**src/rtl/mfw_pkg.sv**
```systemverilog
// Package: shared state encoding for the multi-frame window segmenter.
package mfw_pkg;
    typedef enum logic [1:0] {
        ST_IDLE = 2'd0,   // waiting for start
        ST_SEND = 2'd1,   // passing bytes of the current frame
        ST_WAIT = 2'd2,   // stop-and-go: waiting for enable
        ST_GAP  = 2'd3    // continuous: inter-frame idle time
    } seg_state_t;
endpackage

```
**src/rtl/mfw_len_calc.sv**
```systemverilog
// mfw_len_calc: combinational frame length and window check.
// Gives min(size, avail) as the next frame length.
// Flags a window that is empty, has a zero size, or needs more than
// MAX_FRAMES frames. Assumes avail fits LEN_W bits.
module mfw_len_calc #(
    parameter int LEN_W      = 16,
    parameter int SIZE_W     = 12,
    parameter int MAX_FRAMES = 8
) (
    input  logic [SIZE_W-1:0] size,
    input  logic [LEN_W-1:0]  avail,
    output logic [LEN_W-1:0]  len,
    output logic              zero_size,
    output logic              bad_window
);
    localparam int WIDE_W = LEN_W + SIZE_W + 1;
    logic [WIDE_W-1:0] cap;
    logic [LEN_W-1:0]  size_x;

    // Purpose: length selection and window-capacity check.
    always_comb begin
        size_x     = LEN_W'(size);
        cap        = WIDE_W'(size) * WIDE_W'(MAX_FRAMES);
        len        = (size_x < avail) ? size_x : avail;
        zero_size  = (size == '0);
        bad_window = zero_size || (avail == '0) || (WIDE_W'(avail) > cap);
    end
endmodule

```
**src/rtl/mfw_gap_timer.sv**
```systemverilog
// mfw_gap_timer: counts the idle cycles between frames in continuous mode.
// The load value must be nonzero. done is high in the last idle cycle.
module mfw_gap_timer #(
    parameter int GAP_W = 8
) (
    input  logic             clk,
    input  logic             rst_n,
    input  logic             load,
    input  logic [GAP_W-1:0] load_val,
    input  logic             run,
    output logic             done
);
    logic [GAP_W-1:0] cnt;

    // Purpose: load on frame end, count down while the gap runs.
    always_ff @(posedge clk) begin
        if (!rst_n)      cnt <= '0;
        else if (load)   cnt <= load_val;
        else if (run && cnt != '0) cnt <= cnt - 1'b1;
    end

    assign done = run && (cnt == GAP_W'(1));

    p_gap_loaded_r5: assert property (@(posedge clk) disable iff (!rst_n)
        run |-> (cnt != '0));
endmodule

```
**src/rtl/mfw_sticky_flag.sv**
```systemverilog
// mfw_sticky_flag: set-dominant sticky flag with write-one-to-clear.
module mfw_sticky_flag (
    input  logic clk,
    input  logic rst_n,
    input  logic set,
    input  logic clr,
    output logic q
);
    // Purpose: hold the flag; a set wins over a clear in the same cycle.
    always_ff @(posedge clk) begin
        if (!rst_n)   q <= 1'b0;
        else if (set) q <= 1'b1;
        else if (clr) q <= 1'b0;
    end

    p_set_wins_r8: assert property (@(posedge clk) disable iff (!rst_n)
        set |=> q);
    p_clear_r8: assert property (@(posedge clk) disable iff (!rst_n)
        (clr && !set) |=> !q);
endmodule

```
**src/rtl/mfw_tx_segmenter.sv**
```systemverilog
// mfw_tx_segmenter: cuts one transfer block into a window of up to
// MAX_FRAMES frames. The window runs in stop-and-go or continuous mode.
// Assumes the downstream transmitter takes a byte every cycle out_valid is
// high. The mode and gap are sampled at start. The size source is read
// afresh at the start of every frame.
module mfw_tx_segmenter #(
    parameter int DATA_W     = 8,
    parameter int LEN_W      = 16,
    parameter int SIZE_W     = 12,
    parameter int GAP_W      = 8,
    parameter int MAX_FRAMES = 8
) (
    input  logic              clk,
    input  logic              rst_n,
    input  logic              start,
    input  logic              enable,
    input  logic [LEN_W-1:0]  blk_len,
    input  logic [SIZE_W-1:0] frm_size,
    input  logic [SIZE_W-1:0] msg_cnt,
    input  logic              size_sel,
    input  logic              brick_mode,
    input  logic [GAP_W-1:0]  gap_cnt,
    input  logic [DATA_W-1:0] in_data,
    input  logic              in_valid,
    output logic              in_ready,
    output logic [DATA_W-1:0] out_data,
    output logic              out_valid,
    output logic              out_sof,
    output logic              out_eof,
    input  logic              clr_eom,
    input  logic              clr_eof,
    output logic              irq_eom,
    output logic              irq_eof,
    output logic              err
);
    import mfw_pkg::*;

    localparam int IDX_W = $clog2(MAX_FRAMES + 1);
    localparam int N_IRQ = 2;

    seg_state_t        st;
    logic [LEN_W-1:0]  remain, flen, avail, nxt_len;
    logic [IDX_W-1:0]  frm_idx;
    logic              first, brick_q;
    logic [GAP_W-1:0]  gap_q;
    logic [SIZE_W-1:0] cur_size;
    logic              zero_size, bad_window;
    logic              last_byte, more_left, gap_done, gap_load;
    logic              new_frame, abort;
    logic [N_IRQ-1:0]  irq_set, irq_clr, irq_q;

    // Purpose: pick the size source and the bytes still available.
    always_comb begin
        cur_size  = size_sel ? msg_cnt : frm_size;
        last_byte = (st == ST_SEND) && in_valid && (flen == LEN_W'(1));
        more_left = remain != LEN_W'(1);
        if (st == ST_IDLE)  avail = blk_len;
        else if (last_byte) avail = remain - 1'b1;
        else                avail = remain;
    end

    mfw_len_calc #(.LEN_W(LEN_W), .SIZE_W(SIZE_W), .MAX_FRAMES(MAX_FRAMES)) u_len (
        .size(cur_size), .avail(avail), .len(nxt_len),
        .zero_size(zero_size), .bad_window(bad_window)
    );

    // Purpose: decide when a following frame of the window begins.
    always_comb begin
        gap_load  = last_byte && more_left && brick_q && (gap_q != '0);
        new_frame = (last_byte && more_left && brick_q && (gap_q == '0))
                 || ((st == ST_WAIT) && enable)
                 || gap_done;
        abort     = new_frame && (zero_size || frm_idx == IDX_W'(MAX_FRAMES));
    end

    mfw_gap_timer #(.GAP_W(GAP_W)) u_gap (
        .clk(clk), .rst_n(rst_n), .load(gap_load), .load_val(gap_q),
        .run(st == ST_GAP), .done(gap_done)
    );

    // Purpose: window sequencing, byte counting and registered output.
    always_ff @(posedge clk) begin
        if (!rst_n) begin
            st <= ST_IDLE;  remain <= '0;  flen <= '0;  frm_idx <= '0;
            first <= 1'b0;  brick_q <= 1'b0;  gap_q <= '0;  err <= 1'b0;
            out_valid <= 1'b0;  out_sof <= 1'b0;  out_eof <= 1'b0;
            out_data <= '0;
        end else begin
            out_valid <= 1'b0;
            out_sof   <= 1'b0;
            out_eof   <= 1'b0;
            case (st)
                ST_IDLE: if (start) begin
                    if (bad_window) begin
                        err <= 1'b1;
                    end else begin
                        err     <= 1'b0;
                        remain  <= blk_len;
                        flen    <= nxt_len;
                        first   <= 1'b1;
                        frm_idx <= IDX_W'(1);
                        brick_q <= brick_mode;
                        gap_q   <= gap_cnt;
                        st      <= ST_SEND;
                    end
                end
                ST_SEND: if (in_valid) begin
                    out_valid <= 1'b1;
                    out_data  <= in_data;
                    out_sof   <= first;
                    out_eof   <= last_byte;
                    first     <= 1'b0;
                    flen      <= flen - 1'b1;
                    remain    <= remain - 1'b1;
                    if (last_byte) begin
                        if (!more_left)   st <= ST_IDLE;
                        else if (!brick_q) st <= ST_WAIT;
                        else if (gap_q != '0) st <= ST_GAP;
                    end
                end
                default: ;
            endcase
            if (new_frame) begin
                if (abort) begin
                    err <= 1'b1;
                    st  <= ST_IDLE;
                end else begin
                    flen    <= nxt_len;
                    first   <= 1'b1;
                    frm_idx <= frm_idx + 1'b1;
                    st      <= ST_SEND;
                end
            end
        end
    end

    assign in_ready   = (st == ST_SEND);
    assign irq_set[0] = last_byte && !brick_q;
    assign irq_set[1] = last_byte && brick_q;
    assign irq_clr    = {clr_eof, clr_eom};

    for (genvar i = 0; i < N_IRQ; i++) begin : g_irq
        mfw_sticky_flag u_flag (
            .clk(clk), .rst_n(rst_n), .set(irq_set[i]), .clr(irq_clr[i]), .q(irq_q[i])
        );
    end

    assign irq_eom = irq_q[0];
    assign irq_eof = irq_q[1];

    p_eom_marks_r3: assert property (@(posedge clk) disable iff (!rst_n)
        (out_eof && !brick_q) |-> irq_eom);
    p_eof_marks_r4: assert property (@(posedge clk) disable iff (!rst_n)
        (out_eof && brick_q) |-> irq_eof);
    p_gap_idle_r5: assert property (@(posedge clk) disable iff (!rst_n)
        (out_eof && brick_q && gap_q != '0 && st == ST_GAP) |=> !out_valid);
    p_reject_r6: assert property (@(posedge clk) disable iff (!rst_n)
        (st == ST_IDLE && start && bad_window) |=> (err && !in_ready));
    p_frame_cap_r6: assert property (@(posedge clk) disable iff (!rst_n)
        frm_idx <= IDX_W'(MAX_FRAMES));
    p_stall_r9: assert property (@(posedge clk) disable iff (!rst_n)
        (st == ST_SEND && !in_valid) |=> ($stable(flen) && !out_valid));
endmodule

```
**config.mk**
```make
export PLATFORM = sky130hd
export DESIGN_NAME = mfw_tx_segmenter
export DESIGN_NICKNAME = d
export VERILOG_FILES = /design/src/rtl/mfw_pkg.sv /design/src/rtl/mfw_len_calc.sv /design/src/rtl/mfw_gap_timer.sv /design/src/rtl/mfw_sticky_flag.sv /design/src/rtl/mfw_tx_segmenter.sv
export SDC_FILE = /design/constraint.sdc
export NUM_CORES = 1
export LEC_CHECK = 0
export BUFFER_PORTS_ARGS = -buffer_cell sky130_fd_sc_hd__clkbuf_2
export CAP_MARGIN = 40
export CORE_UTILIZATION = 25
export DETAILED_ROUTE_END_ITERATION = 12
export REMOVE_ABC_BUFFERS = 1
export SLEW_MARGIN = 40
export SYNTH_ARGS = -nofsm -noshare
export SYNTH_HDL_FRONTEND = slang
export SYNTH_SLANG_ARGS = --single-unit
```
**constraint.sdc**
```tcl
create_clock -name clk -period 5.6 [get_ports clk]
set_input_delay 0.56 -clock clk [delete_from_list [all_inputs] [get_ports clk]]
set_output_delay 0.56 -clock clk [all_outputs]
set_load 0.1 [all_outputs]
```
==> Word level (Yosys, flattened, before mapping) <==
Index checks and enable logic that the tools add are counted.
{ "classes": {"n_addsub": 4, "order_cmp": 2, "eq_ne": 15, "muxes": 47, "n_bitwise": 1, "n_reduce_logical": 35} }
{ "ops": {"columns": ["op", "n"], "rows": [
  ["two-way mux 16 bit", 11],
  ["case mux 16 bit (2 select lines)", 2],
  ["subtractor 16 x 1 -> 16 bit (second input constant)", 2],
  ["two-way mux 4 bit", 5],
  ["== test 16 x 1 -> 1 bit (second input constant)", 1],
  ["> comparator 16 x 15 -> 1 bit", 1],
  ["zero test 16 bit", 1],
  ["< comparator 12 x 16 -> 1 bit", 1],
  ["two-way mux 1 bit", 16],
  ["two-way mux 2 bit", 8],
  ["two-way mux 8 bit", 2],
  ["inequality test 16 x 1 -> 1 bit (second input constant)", 1],
  ["nonzero test 8 bit", 2],
  ["logical AND 1 bit", 12],
  ["zero test 12 bit", 1],
  ["two-way mux 12 bit", 1],
  ["== test 8 x 1 -> 1 bit (second input constant)", 1],
  ["zero test 8 bit", 1],
  ["nonzero test 2 bit", 4],
  ["subtractor 8 x 1 -> 8 bit (second input constant)", 1],
  ["inequality test 2 bit (second input constant)", 3],
  ["inequality test 3 bit (second input constant)", 2],
  ["AND reduction 3 bit", 2],
  ["AND reduction 6 bit", 1],
  ["other kinds (16)", 22]
]} }
{ "word_totals": {"ff_bits": 70, "in_bits": 65, "output_inout_bits": 15, "elab_cells": 119} }

==> Logic depth before layout (Yosys ltp) <==
{ "logic_depth": {"ltp_word": 13, "ltp_mapped": 22, "depth_no_buf": 19} }

==> Cells and area by module <==
From an unflattened synthesis, not the netlist that was laid out.
{ "unflattened": {"cells_unflattened": 712, "area_unflattened_um2": 5250.0} }
{ "by_module_without_submodules": {"columns": ["mod", "instances", "cells_per_inst", "area_each_um2", "seq_area_each_um2"], "rows": [
  ["mfw_tx_segmenter", 1, 530, 3809.9, 1201.2],
  ["mfw_len_calc", 1, 111, 830.8, 0.0],
  ["mfw_gap_timer", 1, 65, 526.8, 160.2],
  ["mfw_sticky_flag", 2, 3, 41.3, 20.0]
]} }

==> Worst setup path before layout <==
OpenSTA, ideal clock, no wires.
{ "synth_timing": {"path_type": "register to register", "from": "reg flen[1]", "to": "reg flen[3]", "setup_ps": 117, "arrival_time_ps": 4433, "required_ps": 5483, "slack_ps": 1049, "stages_incl_launch_ff": 21, "path_buffers": 2, "synth_period_minus_slack_ps": 4551, "path_cell_list": "dfxtp_1 -> inv_1 -> ha_1 -> or4b_4 -> or2_1 -> buf_2 -> nor2_1 -> nand2_1 -> xor2_1 -> o21ai_0 -> inv_1 -> ha_1 -> a21o_1 -> a21o_1 -> a2111oi_0 -> o21a_1 -> a311oi_1 -> nand3_1 -> buf_2 -> o21ai_0 -> a32o_1"} }
{ "synth_via": {"elab_chain_len": 12, "elab_cells_between_ends": 23, "cone_classes": "1 x add/sub; 2 x order compare; 1 x eq/ne; 9 x mux; 10 x reduce/logical"} }
{ "synth_rtl": {"columns": ["item", "line_no", "source"], "rows": [
  ["start, declared", "mfw_tx_segmenter.sv:42", "logic [LEN_W-1:0] remain, flen, avail, nxt_len;"],
  ["start signal, assigned", "mfw_tx_segmenter.sv:99", "flen <= nxt_len;"],
  ["start signal, assigned", "mfw_tx_segmenter.sv:113", "flen <= flen - 1'b1;"],
  ["start signal, assigned", "mfw_tx_segmenter.sv:128", "flen <= nxt_len;"],
  ["branches (longest 11 deep; another with < comparator 12 x 16 -> 1 bit)", null, null],
  ["two-way mux 16 bit *", "mfw_tx_segmenter.sv:123", "if (new_frame) begin"]
]} }
Every way passes the cells marked *.
A chain may end at the register's enable or synchronous reset.

==> Worst setup path in the final report <==
{ "layout_timing": {"from": "reg remain[0]", "to": "reg flen[6]"} }
{ "layout_via": {"elab_chain_len": 11, "elab_cells_between_ends": 21, "cone_classes": "1 x add/sub; 2 x order compare; 1 x eq/ne; 8 x mux; 9 x reduce/logical"} }
{ "layout_rtl": {"columns": ["item", "line_no", "source"], "rows": [
  ["start, declared", "mfw_tx_segmenter.sv:42", null],
  ["start signal, assigned", "mfw_tx_segmenter.sv:98", "remain <= blk_len;"],
  ["start signal, assigned", "mfw_tx_segmenter.sv:114", "remain <= remain - 1'b1;"],
  ["branches (longest 10 deep; another with subtractor 16 x 1 -> 16 bit)", null, null],
  ["two-way mux 16 bit *", "mfw_tx_segmenter.sv:123", null]
]} }
Marks and branches as above.

==> impl_metrics.csv <==
group,metric,value,unit
worst_setup_path,crit_chain,"inv_1 > ha_1 > or3b_2 > nor3_1 > nand2_1 > xor2_1 > o21ai_0 > ha_1 > and4_1 > a221oi_1 > o221ai_1 > a21boi_0 > nand4_1 > a21oi_4 > buf_4 > o21ai_1 > o211ai_1",
clock_tree,cts.sinks,70,
clock_tree,cts_hold_buf,0,
global_routing,top_usage_layer,"met2",
finish,fill_cells,2305,
timing,rsz0062_at_grt,"false",
die,initial_core_util,25.8,%
die,die_h,151,um
synth,synthArstFlopShare,0,%
synth,syn_area,5520,um2
timing,slew-limit-headroom,47.2,%
synth,ys_warn_count,0,
pwr,p_seq_share,30.4,%
pwr,p_total,0.00203,W
global_routing,overflow,0,
timing,fmax,0.193,GHz
pwr,pwr-share-comb,37.9,%
timing,slew_viol_final,0,
finish,nNetsFinal,879,
clock_tree,cts-root-buf,"clkbuf_16",
placement,io_buffers,79,
global_routing,met2_usage,24.1,%
synth,avgSynthCellArea,7.59,um2
synth,synth_edf_count,0,
die,num_io_pins,80,
worst_setup_path,crit_path_frequent_cell,"ha_1",
timing,layout_worst_path_cycle_share,92.5,%
run_status,status,"completed",
clock_tree,cts_tree,"yes",
flow_run,cap_violations,0,
worst_setup_path,r2r_slack,0.42,ns
timing,finalHoldViolCount,0,
clock_tree,cts_setup_buffers,0,
synth,ys_ff_latch,70,
worst_setup_path,worstSetupPathType,"reg -> reg",
finish,final_util,30.3,%
timing,skew,0.0133,ns
clock_tree,clk_pin_slew,0.07,ns
global_routing,track_usage,16.1,%
min_path,hold_depth,3,
die,core-area,21400,um2
die,fp.dieW,151,um
finish,diodes,0,
timing,fin_crit,5.18,ns
clock_tree,insertion_delay,0.35,ns
worst_setup_path,required,5.86,ns
worst_setup_path,critPathLaunchType,"flop",
finish,layout-drive-gt1-share,18.0,%
worst_setup_path,endpoint_kind,"flop",
pwr,power_frac_clock,31.6,%
pwr,p_int,0.00123,W
synth,ys_seq_area_share,25.4,%
min_path,min_path_type,"in -> reg",
routing,drc,0,
clock_tree,cts_max_path_buffers,2,
die,rows,53,
routing,wl,18100,um
global_routing,grt_pass1_vias,5106,
worst_setup_path,worst-r2r-cell-count,17,
pwr,swShare,39.6,%
synth,ys.flop_type,"dfxtp_1",
min_path,min_from,"in_data[3]",
global_routing,use_met1,22.4,%
pwr,peakVddDrop,0.183,mV
placement,gp_congestion,0.876,
worst_setup_path,arrival,5.44,ns
finish,layout_common_cells,"clkbuf_2, nor2_1, dfxtp_1, nand2_1, a21oi_1",
routing,drt-pass1-iter-count,6,
routing,drtIter0Drc,644,
worst_setup_path,crit_path_start,"remain[0]",
worst_setup_path,critPathMaxFanout,29,
routing,wl_per_cell,17.0,um
timing,timing.hold.ws,0.437,ns
clock_tree,cts_resized,0,
routing,final_antenna_net_count,0,
placement,place_hpwl,13400,um
global_routing,grtUsageMet3,2.94,%
global_routing,grt_pass1_wl,28000,um
placement,place_inst,1047,
die,dieArea,22700,um2
pwr,p_per_area,314,nW/um2
global_routing,antenna_found_initial,0,
timing,worst_pin_slew,0.784,ns
routing,vias,5724,
worst_setup_path,slowest_stage,"or3b_2",
pwr,p_leak,2.61,nW
global_routing,grt_max_degree,51,
synth,ys_types,79,
clock_tree,cts_inserted_buffers,9,
worst_setup_path,cpPeakStageDelay,0.58,ns
pwr,power_switching,0.000806,W
worst_setup_path,r2r_start,"remain[0]",
finish,layout_commonest_cell,"clkbuf_2",
finish,stdcell_count,1063,
finish,syn_to_final_growth,17.2,%
timing,setup_viol,0,
clock_tree,htree_num_levels,3,
synth,syn_inst,727,
routing,drt-vias-per-instance,5.38,
==> through the flow <==
step | setup slack (ns) | setup TNS (ns) | cell area (um2)
3_3_place_gp | 0.705 | 0 | 6130
2_1_floorplan | -0.637 | -23.50 | 5280
5_1_grt | 0.0178 | 0 | 6460
4_1_cts | 0.541 | 0 | 6460
6_report | 0.421 | 0 | 6460
3_5_place_dp | 0.593 | 0 | 6140
==> area by class of cell <==
cell class	count	area, um2	share of cell area, %
Sequential cell	70	1400	21.7
Clock buffer	11	243	3.76
Clock inverter	5	81.3	1.26
Timing Repair Buffer	95	513	7.94
Inverter	42	158	2.44
Tap cell	275	344	5.32
Multi-Input combinational cell	565	3720	57.6
==> cells in the mapped netlist (all sizes together) (3+ instances only) <==
cell type   n  area share [%]
or4         8             1.2
ha         31             7.0
nand2      68             4.6
o21ai      31             3.0
a211oi     10             1.4
or3         9             1.1
o32ai      10             1.9
a22oi       5            0.68
nor3       34             3.1
nor2       76             5.2
and2        5            0.61
inv        39             2.7
o41ai       3            0.61
nor4       18             2.7
a21o       10             1.4
a221oi      3            0.48
nand4      15             1.7
or4b        3            0.61
a31o        3            0.48
a21oi      48             4.6
o21a        8             1.1
nand3      25             2.3
o22ai       8            0.91
xor2        7             1.1
o31ai      18             2.5
mux2i      24             4.4
dfxtp      70              25
a31oi      11             1.2
a2bb2oi     3            0.48
clkbuf     31             2.1
o211ai      9             1.2
mux2        9             1.8
a32o        3            0.54
o31a        3            0.48
clkinv      3            0.20
buf        19             2.2
and4        3            0.48
or2         3            0.34
xnor2       8             1.3
==> routing by layer <==
layer	part of all wire (%)	vias to the layer above
li1	-	2827
met5	0	-
met3	7.0	29
met2	44	249
met1	47	2619
met4	2.1	0
==> flip-flops by register name (all words and copies together), names as in the netlist <==
register / cells
gap_q: 8
st: 2
brick_q: 1
g_irq.u_flag.q: 2
frm_idx: 4
remain: 16
first: 1
out_valid: 1
flen: 16
out_data: 8
err: 1
out_sof: 1
out_eof: 1
u_gap.cnt: 8
==> worst paths after layout <==
path | to
max | flen[6]
min | out_data[3]
max reg2reg | flen[6]
min reg2reg | out_sof
==> power groups by stage <==
stage	Sequential (W)	Combinational, W	Clock [W]
2_1_floorplan	0.000635	0.000514	0
3_3_place_gp	0.000626	0.000755	0
3_5_place_dp	0.000627	0.000756	0
4_1_cts	0.000616	0.000760	0.000651
5_1_grt	0.000626	0.000846	0.000673
6_report	0.000618	0.000771	0.000643
==> worst max-delay path, delay by kind of cell (launching register included) <==
kind,cells,cell delay [ns]
adders and majority gates,2,0.62
buffers and inverters,2,0.50
DFF,1,0.41
and+or+nand+nor,5,1.65
xor gates and xnor gates,1,0.16
AOI/OAI and AO/OA,7,1.72
==> cells by family (layout without fill, tap and decap cells) <==
group / after synthesis / after routing / synth area share [%]
XOR/XNOR: 15 / 15 / 2.38
buffers and inverters: 92 / 153 / 7.12
AND/OR/NAND/NOR: 279 / 279 / 25.5
AO/OA/AOI/OAI: 207 / 207 / 26.3
multiplexers: 33 / 33 / 6.19
flip-flops: 70 / 70 / 25.4
adder cells (fa/ha/maj): 31 / 31 / 7.03
No activity file was read; power rests on OpenSTA's default activity.
